## src/rtl/sect_erase_pkg.sv

```systemverilog
package sect_erase_pkg;
    localparam int          FRAME_W       = 32;
    localparam logic [7:0]  OP_WREN       = 8'h06;
    localparam logic [7:0]  OP_RDSR       = 8'h05;
    localparam int          STAT_RDYN_BIT = 0;
    localparam int          STAT_WEN_BIT  = 1;

    typedef enum logic [1:0] {SQ_IDLE, SQ_WREN, SQ_POLL, SQ_ERASE} seq_st_e;
    typedef enum logic [1:0] {SH_IDLE, SH_SHIFT, SH_GAP} shf_st_e;
endpackage

```

## src/rtl/flash_status_decode.sv

```systemverilog
module flash_status_decode
    import sect_erase_pkg::*;
(
    input  logic [1:0] stat_i,
    output logic       ok_o
);
    // device is ready (not-ready flag clear) and write latch is set
    assign ok_o = !stat_i[STAT_RDYN_BIT] && stat_i[STAT_WEN_BIT];
endmodule

```

## src/rtl/spi_frame_shifter.sv

```systemverilog
module spi_frame_shifter
    import sect_erase_pkg::*;
#(
    parameter int HALF_DIV = 2,
    parameter int FW       = FRAME_W
) (
    input  logic                       clk,
    input  logic                       rst_n,
    input  logic                       go_i,
    input  logic [FW-1:0]              frame_i,
    input  logic [$clog2(FW+1)-1:0]    nbits_i,
    input  logic                       miso_i,
    output logic                       cs_n_o,
    output logic                       sck_o,
    output logic                       mosi_o,
    output logic [1:0]                 rx_o,
    output logic                       done_o
);
    localparam int CNT_W = $clog2(FW + 1);
    localparam int DIV_W = (HALF_DIV > 1) ? $clog2(HALF_DIV) : 1;
    localparam int GAP_W = $clog2(2 * HALF_DIV + 1);

    typedef struct packed {
        shf_st_e          st;
        logic             cs_n;
        logic             sck;
        logic [FW-1:0]    sh;
        logic [CNT_W-1:0] bits_left;
        logic [DIV_W-1:0] div;
        logic [GAP_W-1:0] gap;
        logic [1:0]       rx;
        logic             done;
    } shf_t;

    shf_t q, d;

    always_comb begin
        d      = q;
        d.done = 1'b0;
        case (q.st)
            SH_IDLE: begin
                if (go_i) begin
                    d.st        = SH_SHIFT;
                    d.cs_n      = 1'b0;
                    d.sck       = 1'b0;
                    d.sh        = frame_i;
                    d.bits_left = nbits_i;
                    d.div       = '0;
                end
            end
            SH_SHIFT: begin
                if (q.div == DIV_W'(HALF_DIV - 1)) begin
                    d.div = '0;
                    if (!q.sck) begin
                        d.sck = 1'b1;
                        d.rx  = {q.rx[0], miso_i};
                    end else begin
                        d.sck       = 1'b0;
                        d.sh        = {q.sh[FW-2:0], 1'b0};
                        d.bits_left = q.bits_left - CNT_W'(1);
                        if (q.bits_left == CNT_W'(1)) begin
                            d.st   = SH_GAP;
                            d.cs_n = 1'b1;
                            d.gap  = '0;
                        end
                    end
                end else begin
                    d.div = q.div + DIV_W'(1);
                end
            end
            SH_GAP: begin
                if (q.gap == GAP_W'(2 * HALF_DIV - 1)) begin
                    d.st   = SH_IDLE;
                    d.done = 1'b1;
                end else begin
                    d.gap = q.gap + GAP_W'(1);
                end
            end
            default: d.st = SH_IDLE;
        endcase
    end

    always_ff @(posedge clk or negedge rst_n) begin
        if (!rst_n) begin
            q      <= '0;
            q.st   <= SH_IDLE;
            q.cs_n <= 1'b1;
        end else begin
            q <= d;
        end
    end

    assign cs_n_o = q.cs_n;
    assign sck_o  = q.sck;
    assign mosi_o = !q.cs_n && q.sh[FW-1];
    assign rx_o   = q.rx;
    assign done_o = q.done;

    // clock parked low while the device is deselected
    assert_sck_parked_R6: assert property (@(posedge clk) disable iff (!rst_n)
        q.cs_n |-> !q.sck);
    // a deselect lasts longer than one cycle
    assert_cs_gap_R7: assert property (@(posedge clk) disable iff (!rst_n)
        $rose(q.cs_n) |=> q.cs_n);
endmodule

```

## src/rtl/sect_erase_seq.sv

```systemverilog
module sect_erase_seq
    import sect_erase_pkg::*;
#(
    parameter int         HALF_DIV = 2,
    parameter logic [7:0] CMD_OFF  = 8'h90,
    parameter logic [7:0] SEC_OFF  = 8'h91,
    parameter logic [7:0] ERASE_OP = 8'h52
) (
    input  logic       clk,
    input  logic       rst_n,
    input  logic       reg_wr_i,
    input  logic [7:0] reg_off_i,
    input  logic [7:0] reg_wdata_i,
    output logic       spi_cs_n_o,
    output logic       spi_sck_o,
    output logic       spi_mosi_o,
    input  logic       spi_miso_i,
    output logic       busy_o,
    output logic       done_o
);
    localparam int CNT_W = $clog2(FRAME_W + 1);

    typedef struct packed {
        seq_st_e            st;
        logic [1:0]         sec;
        logic [1:0]         sec_lat;
        logic               go;
        logic [FRAME_W-1:0] frame;
        logic [CNT_W-1:0]   nbits;
        logic               done;
    } seq_t;

    seq_t q, d;

    logic       shf_done;
    logic [1:0] shf_rx;
    logic       stat_ok;
    logic       start_req;

    assign start_req = reg_wr_i && (reg_off_i == CMD_OFF) && (reg_wdata_i == ERASE_OP);

    spi_frame_shifter #(.HALF_DIV(HALF_DIV), .FW(FRAME_W)) i_shifter (
        .clk     (clk),
        .rst_n   (rst_n),
        .go_i    (q.go),
        .frame_i (q.frame),
        .nbits_i (q.nbits),
        .miso_i  (spi_miso_i),
        .cs_n_o  (spi_cs_n_o),
        .sck_o   (spi_sck_o),
        .mosi_o  (spi_mosi_o),
        .rx_o    (shf_rx),
        .done_o  (shf_done)
    );

    flash_status_decode i_stat (
        .stat_i (shf_rx),
        .ok_o   (stat_ok)
    );

    always_comb begin
        d      = q;
        d.go   = 1'b0;
        d.done = 1'b0;
        if (reg_wr_i && (reg_off_i == SEC_OFF)) begin
            d.sec = reg_wdata_i[1:0];
        end
        case (q.st)
            SQ_IDLE: begin
                if (start_req) begin
                    d.st      = SQ_WREN;
                    d.sec_lat = q.sec;
                    d.go      = 1'b1;
                    d.frame   = {OP_WREN, 24'h0};
                    d.nbits   = CNT_W'(8);
                end
            end
            SQ_WREN: begin
                if (shf_done) begin
                    d.st    = SQ_POLL;
                    d.go    = 1'b1;
                    d.frame = {OP_RDSR, 24'h0};
                    d.nbits = CNT_W'(16);
                end
            end
            SQ_POLL: begin
                if (shf_done) begin
                    d.go = 1'b1;
                    if (stat_ok) begin
                        d.st    = SQ_ERASE;
                        d.frame = {ERASE_OP, 7'b0, q.sec_lat, 15'b0};
                        d.nbits = CNT_W'(32);
                    end
                end
            end
            SQ_ERASE: begin
                if (shf_done) begin
                    d.st   = SQ_IDLE;
                    d.done = 1'b1;
                end
            end
            default: d.st = SQ_IDLE;
        endcase
    end

    always_ff @(posedge clk or negedge rst_n) begin
        if (!rst_n) begin
            q    <= '0;
            q.st <= SQ_IDLE;
        end else begin
            q <= d;
        end
    end

    assign busy_o = (q.st != SQ_IDLE);
    assign done_o = q.done;

    // busy only ever rises after a valid start write
    assert_start_cause_R1: assert property (@(posedge clk) disable iff (!rst_n)
        $rose(busy_o) |-> $past(start_req));
    // erase phase is entered only after a good status byte
    assert_erase_gated_R4: assert property (@(posedge clk) disable iff (!rst_n)
        $rose(q.st == SQ_ERASE) |-> $past(stat_ok));
    // captured sector does not move while a sequence runs
    assert_sector_held_R2: assert property (@(posedge clk) disable iff (!rst_n)
        (q.st != SQ_IDLE) |=> $stable(q.sec_lat));
    // done is a single-cycle pulse that follows the erase phase
    assert_done_single_R8: assert property (@(posedge clk) disable iff (!rst_n)
        done_o |=> !done_o);
    assert_done_source_R8: assert property (@(posedge clk) disable iff (!rst_n)
        done_o |-> $past(q.st == SQ_ERASE));
endmodule

```

## config.mk

```make
export PLATFORM = sky130hd
export DESIGN_NAME = sect_erase_seq
export DESIGN_NICKNAME = d
export VERILOG_FILES = /design/src/rtl/sect_erase_pkg.sv /design/src/rtl/flash_status_decode.sv /design/src/rtl/spi_frame_shifter.sv /design/src/rtl/sect_erase_seq.sv
export SDC_FILE = /design/constraint.sdc
export NUM_CORES = 1
export LEC_CHECK = 0
export BUFFER_PORTS_ARGS = -buffer_cell sky130_fd_sc_hd__buf_2
export CAP_MARGIN = 20
export CORE_ASPECT_RATIO = 0.6
export CORE_MARGIN = 2
export CORE_UTILIZATION = 30
export DETAILED_ROUTE_END_ITERATION = 16
export GPL_TIMING_DRIVEN = 0
export PLACE_DENSITY = 0.57
export SLEW_MARGIN = 20
export SYNTH_ARGS = -nofsm -noshare
export SYNTH_HDL_FRONTEND = slang
export SYNTH_SLANG_ARGS = --single-unit
```

## constraint.sdc

```tcl
create_clock -name clk -period 2.9 [get_ports clk]
set_input_delay 0.145 -clock clk [delete_from_list [all_inputs] [get_ports clk]]
set_output_delay 0.145 -clock clk [all_outputs]
set_load 0.03 [all_outputs]
```

==> run_results.csv, run 1 <==
group,metric,value,unit
status,status,"complete, no violations",
yosys,ys_types,43,
yosys,syn_area,2910,um^2
global_routing,grt_pass1_wl,10200,um
floorplan,dieArea,10500,um^2
clocking,clkLatencyLatePin,0.33,ns
finish,layout_commonest_cell,"nand2_1",
power,ir_drop,0.266,mV
hold_path,holdCritPathClass,"in -> reg",
finish,antenna_cells,0,
timing,hold_violations,0,
critical_path,required,3.11,ns
finish,fillCellCount,933,
detailed_routing,drtIter0Drc,147,
power,power_density,545,nW/um^2
flow_run,maxCapViolations,0,
global_routing,grt_max_degree,54,
yosys,synth_flop_cell,"dfrtp_1",
detailed_routing,drt-total-wl,5980,um
yosys,ys_seq_area_share,55.0,%
placed_design,hpwlAfterDp,4160,um
finish,multiInputGateArea,1200,um^2
detailed_routing,wire_per_inst,12.7,um
global_routing,antenna_found_initial,0,
detailed_routing,viasPerCell,4.81,
yosys,yosysWarningCount,0,
timing,period_minus_slack,2.09,ns
critical_path,start_kind,"flop",
finish,final_cell_mix,"nand2_1, dfrtp_1, nand3_1",
placed_design,gp_congestion,0.745,
global_routing,grt_pass1_vias,2081,
power,cellLeakagePower,1.76,nW
timing,tightest_slew,0.677,ns
finish,nNetsFinal,368,
global_routing,grt-ovfl-total,0,
finish,layout-drive-gt1-share,14.9,%
floorplan,fp.dieH,80.3,um
yosys,async_flop_share,100,%
placed_design,portBuffers,24,
floorplan,rows,27,
clocking,cts_root_buffer,"clkbuf_16",
yosys,syn_inst,301,
timing,finalSetupTns,0,ns
critical_path,worstSetupPathType,"reg -> reg",
floorplan,start_util,31.4,%
timing,grt_setup_unrepaired,"no",
placed_design,dp_slack,0.834,ns
finish,area_growth,20.3,%
clocking,cts_sinks,64,
detailed_routing,vias,2272,
critical_path,crit_arrival,2.30,ns
clocking,cts.path.max_buffers,2,
floorplan,core,9290,um^2
yosys,synth_nets,331,
detailed_routing,firstDrtPassIters,5,
clocking,cts_tree,"built",
finish,seqCellArea,1600,um^2
floorplan,die_w,131,um
clocking,cts-buffers-inserted,9,
detailed_routing,ant_nets,0,
yosys,ys_seq_elements,64,
timing,final.setup.worst_slack,0.807,ns
global_routing,gr-usage-all-layers,12.4,%
timing,slew_viol_final,0,
clocking,h-tree-depth,3,
timing,min_period_over_period,72.2,%
timing,finalClockSkew,0.00670,ns
critical_path,end_kind,"flop",
floorplan,ios,25,
timing,max_freq,0.478,GHz
yosys,synth-edff-count,0,
critical_path,worstPathMaxFanout,7,
clocking,cts.clk_slew.worst_paths,0.05,ns
timing,maxSlewHeadroom,54.9,%
timing,setup_viol,0,
yosys,syn_area_per_cell,9.68,um^2
detailed_routing,drc_errors,0,
==> report_power, final <==
group	switching (mW)	internal, mW
clock	0.349	0.620
sequential	0.00136	0.897
combinational	0.0232	0.0176
==> flip-flops by register name, summed over array words and instances, names as in the netlist <==
register / flops
done_o: 1
i_shifter.cs_n_o: 1
i_shifter.done_o: 1
i_shifter.q: 44
i_shifter.rx_o: 2
i_shifter.sck_o: 1
q: 14
==> repair_timing <==
| action | CTS | global route |
|---|---|---|
| gates resized for setup | 0 | 0 |
| buffers inserted | 0 | 0 |
| hold buffers | 1 | 0 |
| setup endpoints to repair | 0 | 0 |
| endpoints found under the hold margin | 64 | 0 |
==> final cells by class <==
class                      instances  area share [%]
buffer                            15            1.82
clock buffer                      15            7.64
inverter                          12            1.29
multi-input combinational        210            34.3
sequential                        64            45.8
tap                              130            4.64
timing repair buffer              26            4.57
==> through the flow <==
step / hold WS, ns / instances / utilization, % / total power, mW / instance area [um^2]
2_1_floorplan: -0.151 / 301 / - / 0.918 / 2910
3_3_place_gp: 0.380 / 455 / 34.4 / 0.949 / 3200
3_5_place_dp: 0.00349 / 456 / 34.7 / 0.955 / 3230
4_1_cts: 0.0602 / 472 / 37.7 / 1.94 / 3500
5_1_grt: 0.0674 / 472 / 37.7 / 1.98 / 3500
6_report: 0.0675 / 472 / 37.7 / 1.91 / 3500
==> synth_stat cells, types with 3 or more instances <==
library cell / count / share of area (%)
nand2_1: 67 / 8.6
dfrtp_1: 63 / 54
nand3_1: 29 / 5.0
nor2_1: 19 / 2.4
o21ai_0: 17 / 2.9
a21oi_1: 14 / 2.4
clkbuf_1: 12 / 1.5
inv_1: 12 / 1.5
ha_1: 10 / 4.3
mux2_2: 6 / 2.3
mux2i_1: 5 / 1.7
nand2b_1: 4 / 0.86
a31oi_1: 3 / 0.64
and2_1: 3 / 0.64
==> worst max-delay path: stages, from the launching register on <==
cell	delay [ns]
dfrtp_1	0.41
inv_1	0.13
ha_1	0.28
o21ai_0	0.25
a21oi_1	0.30
o31a_1	0.17
buf_6	0.14
mux2_4	0.30
==> layer usage <==
layer / GRT usage (%) / share of wire, % / vias up
li1: - / - / 1083
met2: 16.1 / 37 / 64
met1: 18.4 / 55 / 1114
met5: 0 / 0 / -
met4: 5.87 / 1.8 / 0
met3: 3.85 / 5.8 / 11
==> final timing paths <==
path	from	endpoint	slack (ns)	depth (start not counted)
max in group asynchronous	rst_n	q[42]	2.19	3
worst max-delay path	q[44]	q[37]	0.81	7
min in group asynchronous	rst_n	i_shifter.sck_o	0.21	2
worst max register to register	q[44]	q[37]	0.81	7
worst min-delay path	spi_miso_i	i_shifter.rx_o[0]	0.07	2
worst min register to register	i_shifter.q[44]	i_shifter.q[44]	0.46	2
==> kinds of logic (layout without fill, tap and decap cells) <==
| logic type | count (synthesis) | in the layout | synth area share, % |
|---|---|---|---|
| buffers and inverters | 27 | 68 | 3.74 |
| adder cells (fa/ha/maj) | 10 | 10 | 4.30 |
| flip-flops | 64 | 64 | 55.0 |
| AND/OR/NAND/NOR | 139 | 139 | 22.3 |
| XOR/XNOR | 1 | 1 | 0.301 |
| multiplexers | 12 | 12 | 4.55 |
| AO/OA/AOI/OAI | 48 | 48 | 9.84 |
Note: power is estimated with default switching activity, not from simulation.
==> run 2, diff against run 1 <==
clock period = 2 ns   (was 2.9 ns; I/O delays follow)
==> run 2 against run 1 <==
Compared with the run above:
- critical path type unchanged
- design area grew 0.68%
- power grew 45%
- register-to-register slack lost 0.64 ns
- sequential power grew 45%
- fmax grew 14%
- clock power grew 45%
- clock skew is essentially flat
==> run_results.csv, run 2 (synthesis results as in run 1) <==
group,metric,value,unit
floorplan,ios,25,
critical_path,required,2.21,ns
floorplan,fp.dieH,80.3,um
power,power.net_switching,542,uW
detailed_routing,firstDrtPassIters,5,
detailed_routing,wire_per_inst,12.7,um
timing,max_freq,0.545,GHz
power,pwr-share-comb,2.1,%
finish,area_growth,21.1,%
global_routing,grt_max_degree,54,
critical_path,critPathLaunch,"q[44]",
detailed_routing,vias,2290,
clocking,cts_tree,"built",
timing,min_period_over_period,91.8,%
timing,hold_violations,0,
clocking,cts.path.max_buffers,2,
power,p_int,2.23,mW
power,switching_share,19.6,%
floorplan,start_util,31.4,%
detailed_routing,drtIter0Drc,158,
global_routing,grt_pass1_wl,10200,um
timing,tightest_slew,0.512,ns
critical_path,crit_arrival,2.04,ns
clocking,h-tree-depth,3,
detailed_routing,drc_errors,0,
clocking,cts.clk_slew.worst_paths,0.05,ns
hold_path,min_from,"spi_miso_i",
detailed_routing,ant_nets,0,
global_routing,antenna_found_initial,0,
floorplan,die_w,131,um
clocking,cts_root_buffer,"clkbuf_16",
placed_design,portBuffers,24,
floorplan,rows,27,
timing,maxSlewHeadroom,65.9,%
timing,finalClockSkew,0.00637,ns
clocking,clkLatencyLatePin,0.33,ns
detailed_routing,viasPerCell,4.84,
placed_design,gp_congestion,0.745,
finish,layout-drive-gt1-share,17.5,%
critical_path,end_kind,"flop",
finish,largest_reg_flops,44,
finish,nNetsFinal,369,
critical_path,worstReg2RegStart,"q[44]",
critical_path,r2r_end,"q[37]",
floorplan,core,9290,um^2
critical_path,start_kind,"flop",
finish,final_cell_mix,"nand2_1, dfrtp_1, nand3_1",
critical_path,rr_worst_depth,7,
global_routing,grt_pass1_vias,2103,
critical_path,reg2reg_setup_slack,0.16,ns
power,seq_power_share,47.1,%
power,ir_drop,0.385,mV
finish,antenna_cells,0,
finish,layout_commonest_cell,"nand2_1",
finish,regMostFlops,"i_shifter.q",
clocking,cts_sinks,64,
placed_design,hpwlAfterDp,4160,um
power,power_density,785,nW/um^2
critical_path,cp-endpoint,"q[37]",
flow_run,maxCapViolations,0,
floorplan,dieArea,10500,um^2
timing,setup_viol,0,
timing,finalSetupTns,0,ns
global_routing,gr-usage-all-layers,12.5,%
timing,hold-worst-slack,0.0236,ns
timing,grt_setup_unrepaired,"no",
hold_path,holdCritPathClass,"in -> reg",
critical_path,worstSetupPathType,"reg -> reg",
global_routing,grt-ovfl-total,0,
power,p_clk_share,50.8,%
power,cellLeakagePower,1.77,nW
timing,period_minus_slack,1.84,ns
clocking,cts-buffers-inserted,9,
timing,slew_viol_final,0,
detailed_routing,drt-total-wl,6000,um
critical_path,worstPathMaxFanout,7,
status,status,"complete, no violations",
-- run 2: cell count changes in the layout (fill, tap and decap cells not counted) --
cell,previous run,this run
clkbuf_2,0,5
a21oi_1,14,13
o21ai_2,0,1
o21ai_0,17,16
ha_2,0,1
buf_1,2,0
ha_1,10,9
a21oi_2,0,1
buf_4,1,2
clkbuf_1,16,13
-- run 2: layout make-up --
class | count | area [um^2]
Inverter | 12 | 45.0
Tap cell | 130 | 163
Clock buffer | 15 | 268
Buffer | 15 | 70.1
Sequential cell | 64 | 1600
Multi-Input combinational cell | 210 | 1210
Timing Repair Buffer | 27 | 168
Fill cell | 931 | 5760
-- run 2: worst min-delay path by stage --
stage / slack (ns) / to / cells after the start
6_report: 0.02 / i_shifter.rx_o[0] / 2
5_1_grt: 0.02 / i_shifter.rx_o[0] / 2
4_1_cts: 0.02 / i_shifter.rx_o[0] / 2
3_5_place_dp: -0.04 / i_shifter.sck_o / 1
3_3_place_gp: 0.34 / i_shifter.rx_o[0] / 2
2_1_floorplan: -0.20 / done_o / 0
-- run 2: timing repair --
action                     CTS  global route
setup buffers                1             0
hold endpoints to repair    64             0
pin swaps                    1             0
setup endpoints to repair   31            33
hold buffers                 1             0
gates resized for setup      1            11
-- run 2: power groups by stage --
stage / Combinational, mW / Sequential (mW) / Clock [mW]
finish: 0.0592 / 1.30 / 1.41
global route: 0.0685 / 1.30 / 1.50
CTS: 0.0625 / 1.30 / 1.44
detailed placement: 0.0607 / 1.32 / 0
global placement: 0.0516 / 1.32 / 0
floorplan: 0.00721 / 1.32 / 0
-- run 2: routing by layer --
layer | up-vias | share of wire [%] | global-route usage (%) | wire length (um)
met1 | 1132 | 54 | 18.5 | 3260
li1 | 1088 | - | - | -
met4 | 0 | 1.8 | 5.87 | 106
met2 | 59 | 38 | 16.3 | 2300
met5 | - | 0 | 0 | 0
met3 | 11 | 5.6 | 3.85 | 333
-- run 2: critical path, stage by stage, from the launching register on --
cell and delay [ns]:
dfrtp_1 0.41, inv_1 0.14, ha_2 0.27, o21ai_2 0.11, a21oi_1 0.20, o31a_1 0.16, buf_6 0.14, mux2_4 0.30
-- run 2: stage by stage --
stage | instance area [um^2] | worst slack (ns) | util (%) | cells | total power [mW]
2_1_floorplan | 2910 | 0.175 | - | 301 | 1.33
6_report | 3530 | 0.165 | 38.0 | 473 | 2.77
3_3_place_gp | 3200 | -0.0515 | 34.4 | 455 | 1.38
3_5_place_dp | 3230 | -0.0659 | 34.7 | 456 | 1.39
4_1_cts | 3510 | 0.00460 | 37.8 | 473 | 2.81
5_1_grt | 3530 | 0.0148 | 38.0 | 473 | 2.87
==> run 3, diff against run 2 <==
CORE_UTILIZATION = 60   (was 30)
PLACE_DENSITY = 0.91   (was 0.57)
==> run 3 against run 2 <==
Compared with the run above:
- global-route usage increased by 14 points
- sequential share of layout area increased by 1.6 points
- fmax shrank 4.1%
- power fell by 3.2%
- critical path type unchanged
- clock skew increased by 0.0038 ns
- wire length up 3.1%
- final cell count decreased by 14%
- largest cell class unchanged
- non-clock buffer count stayed put
- critical path depth stayed put
- sequential power is essentially flat
==> run_results.csv, run 3 (synthesis results as in run 1) <==
group,metric,value,unit
finish,final_cells,407,
global_routing,grt-ovfl-total,0,
floorplan,die_w,94.0,um
critical_path,reg2reg_setup_slack,0.09,ns
global_routing,grt_max_degree,65,
placed_design,portBuffers,24,
timing,min_period_over_period,95.6,%
critical_path,start_kind,"flop",
finish,final_cell_mix,"nand2_1, dfrtp_1, nand3_1",
power,ir_drop,0.439,mV
timing,slew_viol_final,0,
timing,finalClockSkew,0.0102,ns
critical_path,r2r_end,"q[37]",
clocking,cts_root_buffer,"clkbuf_8",
critical_path,worstSetupPathType,"reg -> reg",
placed_design,hpwlAfterDp,4000,um
detailed_routing,drtIter0Drc,246,
clocking,cts.clk_slew.worst_paths,0.07,ns
placed_design,post-place-cells,388,
clocking,cts-buffers-inserted,9,
critical_path,worstPathMaxFanout,7,
clocking,cts_sinks,64,
clocking,clkLatencyLatePin,0.35,ns
detailed_routing,drc_errors,0,
finish,largest_reg_flops,44,
finish,area_growth,17.2,%
clocking,cts_tree,"built",
floorplan,dieArea,5450,um^2
finish,antenna_cells,0,
floorplan,fp.dieH,58.0,um
hold_path,holdPathEnd,"q[43]",
floorplan,rows,19,
clocking,cts_setup_buffers,0,
flow_run,maxCapViolations,0,
finish,fillCellCount,333,
clocking,cts.path.max_buffers,2,
global_routing,grt_pass1_wl,10500,um
timing,maxSlewHeadroom,47.8,%
floorplan,core,4610,um^2
global_routing,gr-usage-all-layers,26.3,%
global_routing,antenna_found_initial,0,
timing,hold_violations,0,
finish,regMostFlops,"i_shifter.q",
floorplan,ios,25,
finish,nNetsFinal,369,
critical_path,crit_arrival,2.14,ns
power,cellLeakagePower,1.75,nW
critical_path,end_kind,"flop",
hold_path,holdCritPathClass,"in -> reg",
status,status,"complete, no violations",
detailed_routing,viasPerCell,5.70,
critical_path,rr_worst_depth,7,
timing,hold-worst-slack,0.0169,ns
floorplan,start_util,63.2,%
timing,max_freq,0.523,GHz
placed_design,gp_congestion,0.803,
critical_path,required,2.23,ns
finish,layout-drive-gt1-share,18.9,%
critical_path,worstReg2RegStart,"q[44]",
timing,tightest_slew,0.784,ns
detailed_routing,drt-total-wl,6190,um
timing,setup_viol,0,
global_routing,grt_pass1_vias,2236,
detailed_routing,wire_per_inst,15.2,um
power,power_density,785,nW/um^2
critical_path,critPathLaunch,"q[44]",
detailed_routing,firstDrtPassIters,4,
hold_path,whs_path_depth,2,
timing,period_minus_slack,1.91,ns
finish,layout_commonest_cell,"nand2_1",
detailed_routing,vias,2318,
clocking,h-tree-depth,3,
detailed_routing,ant_nets,0,
hold_path,min_from,"reg_wdata_i[1]",
run 3: cell count changes in the layout (fill, tap and decap cells not counted), sizes merged:
cell         previous run  this run
dlygate4sd3             1         3
buf                    27        25
clkbuf                 29        24
bufinv                  0         3
clkinvlp                0         1
clkinv                  0         2
run 3: critical path, cell delays in order, from the launching register on:
cell and delay [ns]:
dfrtp_1 0.43, inv_1 0.16, ha_1 0.28, nor2_1 0.23
o211ai_1 0.13, o31a_1 0.13, buf_6 0.14, mux2_4 0.30
run 3: timing repair:
item	CTS	global route
pin swaps	1	0
hold buffers	3	0
resized for setup	3	13
gates cloned	0	0
hold endpoints to repair	65	0
setup endpoints to repair	7	31
run 3: worst max-delay path by stage:
| stage | to | slack [ns] | cells past startpoint |
|---|---|---|---|
| after floorplan | q[37] | 0.18 | 7 |
| after global placement | q[37] | 0.02 | 7 |
| after detailed placement | q[37] | -0.14 | 7 |
| after CTS | i_shifter.q[23] | 0.02 | 6 |
| after global routing | i_shifter.q[11] | -0.0008 | 6 |
| final | q[37] | 0.09 | 7 |
run 3: final cells by class:
class	instances	area (um^2)	area share (%)
Sequential cell	64	1600	47.0
Multi-Input combinational cell	210	1230	36.0
Timing Repair Buffer	27	153	4.47
Clock buffer	10	128	3.74
Clock inverter	6	108	3.15
Tap cell	63	78.8	2.31
Buffer	15	70.1	2.05
Inverter	12	45.0	1.32
run 3: through the flow:
| stage | instance area [um^2] | TNS [ns] | util [%] | power (mW) | setup slack, ns |
|---|---|---|---|---|---|
| 2_1_floorplan | 2910 | 0 | - | 1.33 | 0.175 |
| 3_3_place_gp | 3110 | 0 | 67.5 | 1.37 | 0.0209 |
| 3_5_place_dp | 3110 | -0.266 | 67.5 | 1.38 | -0.135 |
| 4_1_cts | 3390 | 0 | 73.4 | 2.70 | 0.0207 |
| 5_1_grt | 3410 | -0.000818 | 74.0 | 2.77 | -0.000818 |
| 6_report | 3410 | 0 | 74.0 | 2.68 | 0.0873 |
run 3: power by group:
part	internal (mW)	switching, mW
Clock	0.823	0.501
Sequential	1.30	0.00218
Combinational	0.0224	0.0328
Total	2.14	0.536
run 3: routing by layer:
metal,routed length (um),GRT usage (%),vias to the layer above
met2,2920,40.2,97
met4,85,7.45,0
met5,0,0,-
met3,440,11.7,15
met1,2740,34.6,1117
li1,-,-,1089
